### src/rtl/sinc5_pkg.sv
package sinc5_pkg;
    localparam int ORDER    = 5;
    localparam int MIN_LOG2 = 3;
    localparam int MAX_LOG2 = 7;
    localparam int OUT_W    = 24;
    localparam int ACC_W    = ORDER * MAX_LOG2 + 2;
    localparam int SCALE_W  = ACC_W + OUT_W - 1;

    typedef logic signed [ACC_W-1:0] acc_t;

    typedef enum logic [1:0] {
        MODE_RAW   = 2'b00,
        MODE_SINC  = 2'b01,
        MODE_NEXT1 = 2'b10,
        MODE_NEXT2 = 2'b11
    } mode_e;

    // Decimation exponent from the rate code; codes past the table fall back to the largest ratio.
    function automatic int ratio_exp(input logic [2:0] code);
        if (int'(code) <= MAX_LOG2 - MIN_LOG2)
            return MAX_LOG2 - int'(code);
        return MAX_LOG2;
    endfunction
endpackage

### src/rtl/sinc5_integrators.sv
module sinc5_integrators #(
    parameter int ORDER = 5,
    parameter int ACC_W = 37
) (
    input  logic                    clk,
    input  logic                    clear,
    input  logic                    step,
    input  logic                    bit_in,
    output logic signed [ACC_W-1:0] acc_last
);
    logic signed [ACC_W-1:0] acc [ORDER];
    logic signed [ACC_W-1:0] x_in;

    assign x_in = bit_in ? ACC_W'(1) : {ACC_W{1'b1}};

    genvar g;
    generate
        for (g = 0; g < ORDER; g++) begin : g_int
            always_ff @(posedge clk) begin
                if (clear)
                    acc[g] <= '0;
                else if (step) begin
                    if (g == 0)
                        acc[g] <= acc[g] + x_in;
                    else
                        acc[g] <= acc[g] + acc[(g == 0) ? 0 : g-1];
                end
            end
        end
    endgenerate

    assign acc_last = acc[ORDER-1];
endmodule

### src/rtl/sinc5_combs.sv
module sinc5_combs #(
    parameter int ORDER = 5,
    parameter int ACC_W = 37
) (
    input  logic                    clk,
    input  logic                    clear,
    input  logic                    tick,
    input  logic signed [ACC_W-1:0] din,
    output logic signed [ACC_W-1:0] dout
);
    logic signed [ACC_W-1:0] dly  [ORDER];
    logic signed [ACC_W-1:0] diff [ORDER];

    genvar g;
    generate
        for (g = 0; g < ORDER; g++) begin : g_comb
            logic signed [ACC_W-1:0] stage_in;
            if (g == 0) begin : g_first
                assign stage_in = din;
            end else begin : g_rest
                assign stage_in = diff[g-1];
            end
            assign diff[g] = stage_in - dly[g];
            always_ff @(posedge clk) begin
                if (clear)
                    dly[g] <= '0;
                else if (tick)
                    dly[g] <= stage_in;
            end
        end
    endgenerate

    assign dout = diff[ORDER-1];
endmodule

### src/rtl/sinc5_scale.sv
module sinc5_scale #(
    parameter int ORDER = 5,
    parameter int ACC_W = 37,
    parameter int OUT_W = 24
) (
    input  logic signed [ACC_W-1:0] comb_in,
    input  logic [3:0]              exp_n,
    output logic signed [OUT_W-1:0] norm_out
);
    localparam int WIDE_W = ACC_W + OUT_W - 1;
    localparam logic signed [WIDE_W-1:0] POS_LIM = WIDE_W'((64'sd1 <<< (OUT_W-1)) - 1);
    localparam logic signed [WIDE_W-1:0] NEG_LIM = -(WIDE_W'(64'sd1 <<< (OUT_W-1)));

    logic signed [WIDE_W-1:0] wide;
    logic signed [WIDE_W-1:0] shifted;
    logic [7:0]               sh;

    always_comb begin
        sh      = 8'(ORDER) * {4'd0, exp_n};
        wide    = {{(OUT_W-1){comb_in[ACC_W-1]}}, comb_in} <<< (OUT_W-1);
        shifted = wide >>> sh;
        if (shifted > POS_LIM)
            norm_out = POS_LIM[OUT_W-1:0];
        else if (shifted < NEG_LIM)
            norm_out = NEG_LIM[OUT_W-1:0];
        else
            norm_out = shifted[OUT_W-1:0];
    end
endmodule

### src/rtl/sinc5_decimator.sv
module sinc5_decimator
    import sinc5_pkg::*;
#(
    parameter int ORD    = ORDER,
    parameter int ACCW   = ACC_W,
    parameter int OUTW   = OUT_W,
    parameter int CNT_W  = MAX_LOG2
) (
    input  logic                   clk,
    input  logic                   rst,
    input  logic                   mod_en,
    input  logic                   mod_bit,
    input  logic [2:0]             rate_sel,
    input  logic [1:0]             mode_sel,
    output logic signed [OUTW-1:0] sample_out,
    output logic                   sample_valid,
    output logic                   bypass_bit,
    output logic                   bypass_valid
);
    localparam int WARM_W = $clog2(ORD + 1);

    logic [2:0]              rate_q;
    logic                    rate_chg;
    logic                    clear;
    logic [3:0]              exp_n;
    logic [CNT_W-1:0]        dec_cnt;
    logic [CNT_W-1:0]        cnt_lim;
    logic                    tick;
    logic [WARM_W-1:0]       warm_cnt;
    logic signed [ACCW-1:0]  int_out;
    logic signed [ACCW-1:0]  comb_out;
    logic signed [OUTW-1:0]  norm;
    mode_e                   mode;

    assign mode     = mode_e'(mode_sel);
    assign rate_chg = (rate_sel != rate_q);
    assign clear    = rst || rate_chg;
    assign exp_n    = 4'(ratio_exp(rate_q));
    assign cnt_lim  = CNT_W'((32'd1 << exp_n) - 32'd1);
    assign tick     = mod_en && (dec_cnt == cnt_lim);

    sinc5_integrators #(.ORDER(ORD), .ACC_W(ACCW)) u_int (
        .clk(clk), .clear(clear), .step(mod_en), .bit_in(mod_bit), .acc_last(int_out)
    );

    sinc5_combs #(.ORDER(ORD), .ACC_W(ACCW)) u_comb (
        .clk(clk), .clear(clear), .tick(tick), .din(int_out), .dout(comb_out)
    );

    sinc5_scale #(.ORDER(ORD), .ACC_W(ACCW), .OUT_W(OUTW)) u_scale (
        .comb_in(comb_out), .exp_n(exp_n), .norm_out(norm)
    );

    always_ff @(posedge clk) begin
        if (rst) begin
            rate_q       <= rate_sel;
            dec_cnt      <= '0;
            warm_cnt     <= '0;
            sample_out   <= '0;
            sample_valid <= 1'b0;
        end else if (rate_chg) begin
            rate_q       <= rate_sel;
            dec_cnt      <= '0;
            warm_cnt     <= '0;
            sample_valid <= 1'b0;
        end else begin
            sample_valid <= 1'b0;
            if (mod_en)
                dec_cnt <= tick ? '0 : dec_cnt + 1'b1;
            if (tick) begin
                if (warm_cnt == WARM_W'(ORD)) begin
                    sample_out   <= norm;
                    sample_valid <= (mode != MODE_RAW);
                end else begin
                    warm_cnt <= warm_cnt + 1'b1;
                end
            end
        end
    end

    always_ff @(posedge clk) begin
        if (rst) begin
            bypass_bit   <= 1'b0;
            bypass_valid <= 1'b0;
        end else begin
            bypass_valid <= mod_en && (mode == MODE_RAW);
            if (mod_en)
                bypass_bit <= mod_bit;
        end
    end
endmodule

### config.mk
export PLATFORM = sky130hd
export DESIGN_NAME = sinc5_decimator
export DESIGN_NICKNAME = d
export VERILOG_FILES = /design/src/rtl/sinc5_pkg.sv /design/src/rtl/sinc5_integrators.sv /design/src/rtl/sinc5_combs.sv /design/src/rtl/sinc5_scale.sv /design/src/rtl/sinc5_decimator.sv
export SDC_FILE = /design/constraint.sdc
export NUM_CORES = 1
export LEC_CHECK = 0
export CORE_MARGIN = 2
export CORE_UTILIZATION = 55
export CTS_BUF_LIST = sky130_fd_sc_hd__clkbuf_4
export DETAILED_ROUTE_END_ITERATION = 16
export DONT_BUFFER_PORTS = 1
export HOLD_SLACK_MARGIN = 0.02
export PLACE_DENSITY = 0.7
export SYNTH_ARGS = -nofsm -noshare
export SYNTH_HDL_FRONTEND = slang
export SYNTH_HIERARCHICAL = 1
export SYNTH_SLANG_ARGS = --single-unit
### constraint.sdc
create_clock -name clk -period 18.15 [get_ports clk]
set_input_delay 0.9075 -clock clk [delete_from_list [all_inputs] [get_ports clk]]
set_output_delay 0.9075 -clock clk [all_outputs]
set_load 0.02 [all_outputs]
==> results <==
- The maximum clock skew at final layout is 56.0 ps.
- The signal arrival time at the worst endpoint is 13,740 ps.
- The number of warnings issued by yosys is 6.
- CTS placed an instance of clkbuf_4 at the clock tree root.
- The post-synthesis average cell area is 8.86 sq um.
- The routed layout has 32,600 vias.
- In this design, the critical path's most frequently occurring cell is a21oi_1.
- The number of nets at the end of the flow is 4,771.
- Along the worst hold path, the cell count comes to 1.
- The run finished with clean final reports.
- The number of remaining DRC errors is 0.
- In this run, distinct cell masters in the synthesized netlist total 116.
- The detailed router finished its first iteration with 2,151 violations.
- For the finished layout, the period the worst path requires is 12,960 ps.
- The total global routing track utilization is 25.8%.
- From left edge to right edge, the die measures 271 um.
- The element type at the critical path end is a register.
- Cells with a size suffix above 1 make up 8.30% of the layout.
- The number of input and output port buffers inserted is 0.
- Together, buffers and inverters on the worst path number 1.
- At the pin with the least slew margin, the transition time is 1310 ps.
- The initial antenna violation count is 2.
- The final weighted congestion of routability-driven global placement is 0.971.
- The total count of max-transition violations in the final report is 0.
- Of the synthesized area, sequential elements account for 30.5%.
- After layout, the worst path uses 71.4% of the clock period.
- In this run the worst hold path is classified as in2reg.
- The highest cell delay on the worst timing path is 520 ps.
- The number of detailed-route iterations in the first pass is 8.
- For the worst setup path, the data required time is 18,940 ps.
- The path with the worst hold slack has its endpoint at sample_out[16].
- The area added between synthesis and finish is 5.51%.
- The kind of cell adding the most delay to the critical path is compound AO/OA/AOI/OAI gates.
- Counting along the longest clock path gives a buffer depth of 3.
- The first global-routing pass estimated 157 mm of wire.
- After detailed routing, the number of vias per cell comes to 6.03.
- Synthesis handed over a netlist of 4,413 instances.
- CTS saw 410 sinks.
- The number of flops mapped to enable cells by yosys is 373.
- The core outline area is 70,100 sq um.
- The post-synth design cell area is 39,100 sq um.
- The reg-to-reg endpoint is sample_out[0].
- After routing, the total negative slack on setup checks comes to 0 ps.
- In this run the most critical hold path is launched from rst.
- Headroom to the max-slew limit came out at 12.5%.
- Counting flops with an async set or reset pin after synthesis yields a share of 0%.
- By startpoint and endpoint, the worst setup path is classified as reg2reg.
- The number of gates given a new drive strength after cts is 0.
- The clock transition time at the flip-flop clock pins of the worst setup and hold paths is 60 ps.
- The die is 271 um tall.
- The startpoint identified for the worst register-to-register timing path is u_int/acc[4][1].
- The final wirelength is 95.3 mm.
- The count of hold-fix buffers inserted at cts is 2.
- The die footprint is 73,200 sq um.
- The H-tree was split into 3 levels.
- Max-cap violations in this run came to 0.
- The detailed placer's ending HPWL is 70.7 mm.
- The setup violation total in the final timing report is 0.
- Setup slack on the worst reg-to-reg path comes out at 5190 ps.
- Setup repair after global routing left no endpoint under its margin.
- Clock latency on the worst-skew pair, taken at its later pin, is 910 ps.
- For this configuration, the core starts out at a cell density of 55.7%.
- The post-CTS setup repair buffer count is 0.
- The number of core rows is 97.
- The final routed wire length divided by cell count is 17.6 um.
- The maximum clock frequency is 77.2 MHz.
- TritonCTS created 117 clock buffers.
- The largest net degree at the start of global routing is 101.
- The via count of the first global-routing pass is 32,100.
- The total count of hold-check failures in the final report is 0.
- The library cell contributing the largest single delay on the critical path is or4_4.
- The most used flip-flop cell after synthesis is edfxtp_1.
- Synthesis inferred 410 register bits.
- The worst register-to-register path has a depth of 56.
- The maximum fanout count along the critical path is 34.
- TritonCTS built the clock tree.
- The number of nets with antenna violations after routing is 0.
- The kind of launch point of the worst setup path is a register.
- The I/O pin count is 36.
- The leftover overflow at the end of global routing is 0.
[worst max-delay path by stage]
stage | startpoint | end | slack [ps] | cells after the start
2_1_floorplan | u_int/acc[4][1] | sample_out[17] | 6850 | 56
3_3_place_gp | u_int/acc[4][1] | sample_out[0] | 5590 | 55
3_5_place_dp | u_int/acc[4][1] | sample_out[0] | 5320 | 54
4_1_cts | u_int/acc[4][1] | sample_out[0] | 5210 | 54
5_1_grt | u_int/acc[4][1] | sample_out[0] | 3680 | 56
6_report | u_int/acc[4][1] | sample_out[0] | 5190 | 56
[layout make-up]
cell class                 instances  area [sq um]
multi-input combinational       3532         25300
antenna                            2          5.00
sequential                       410         11900
clock buffer                     167          1250
clock inverter                    40           241
fill                            6383         28900
tap                              940          1180
timing repair buffer              27           208
inverter                         296          1110
[metrics by stage]
stage	hold WS (ps)	std cells	util (%)	setup slack, ps	area (sq um)
after detailed placement	516	5203	56.6	5320	39700
after floorplan	484	4419	-	6850	39100
after global routing	26.8	5414	58.8	3680	41300
final	112	5414	58.8	5190	41300
after global placement	504	5203	56.6	5590	39700
after CTS	20.3	5412	58.8	5210	41300
[cell usage in the layout, fill, tap and decap left out, types with 38 or more instances in the layout]
cell        n
a31oi_1    41
edfxtp_1  373
o21a_1     68
o211ai_1   42
inv_1     294
ha_1      365
nor3_1     77
xor2_1    102
clkbuf_4  167
mux2i_1    71
nor2_1    387
nand2b_1   66
nand2_1   255
and3_1     56
mux4_2     41
nand3_1   130
nand4_1    59
nor2b_1    44
o21ai_0   218
o21bai_1   56
and2_1    193
a21o_1    210
a21oi_1   387
mux2_2     38
xnor2_1   189
[per-layer routing]
layer  wire [um]  vias to the layer above  GRT usage [%]
met2       47900                      830           47.3
met3        4030                      292           4.11
met5           0                        -              0
met4        4370                        0           11.7
li1            -                    16300              -
met1       39000                    15200           29.3
[cell usage after synthesis (38+ instances only)]
cell / n / area share (%)
nor2_1: 388 / 3.7
a21oi_1: 387 / 5.0
edfxtp_1: 373 / 29
ha_1: 367 / 12
inv_1: 294 / 2.8
nand2_1: 255 / 2.4
o21ai_0: 218 / 2.8
a21o_1: 210 / 4.0
and2_1: 193 / 3.1
xnor2_1: 189 / 4.2
nand3_1: 130 / 1.7
clkbuf_1: 129 / 1.2
xor2_1: 103 / 2.3
nor3_1: 77 / 0.99
mux2i_1: 71 / 1.8
nand2b_1: 69 / 1.1
o21a_1: 68 / 1.3
nand4_1: 59 / 0.94
and3_1: 56 / 0.90
o21bai_1: 56 / 1.1
nor2b_1: 46 / 0.74
o211ai_1: 42 / 0.81
a31oi_1: 41 / 0.66
mux4_2: 41 / 2.4
mux2_2: 38 / 1.1
[cells by family (layout without fill, tap and decap cells)]
family / count (synthesis) / in the layout / share of synthesized area, %
compound gates: 1327 / 1327 / 22.8
xor+xnor: 293 / 293 / 6.58
fa+ha+maj: 378 / 378 / 12.3
buf+inv: 477 / 530 / 4.90
flops: 410 / 410 / 30.5
mux: 153 / 153 / 5.38
other cells: 1 / 9 / 0.00959
simple gates: 1374 / 1374 / 17.5
[flip-flops by register name, summed over array words and instances, names as in the netlist]
| register | count |
|---|---|
| warm_cnt | 3 |
| bypass_valid | 1 |
| rate_q | 3 |
| dec_cnt | 7 |
| u_int/acc | 185 |
| sample_valid | 1 |
| u_comb/dly | 185 |
| sample_out | 24 |
| bypass_bit | 1 |
Power is left out: the tool's default activity adds up to more than one toggle a clock period on the data nets, which glitch-free logic cannot reach.
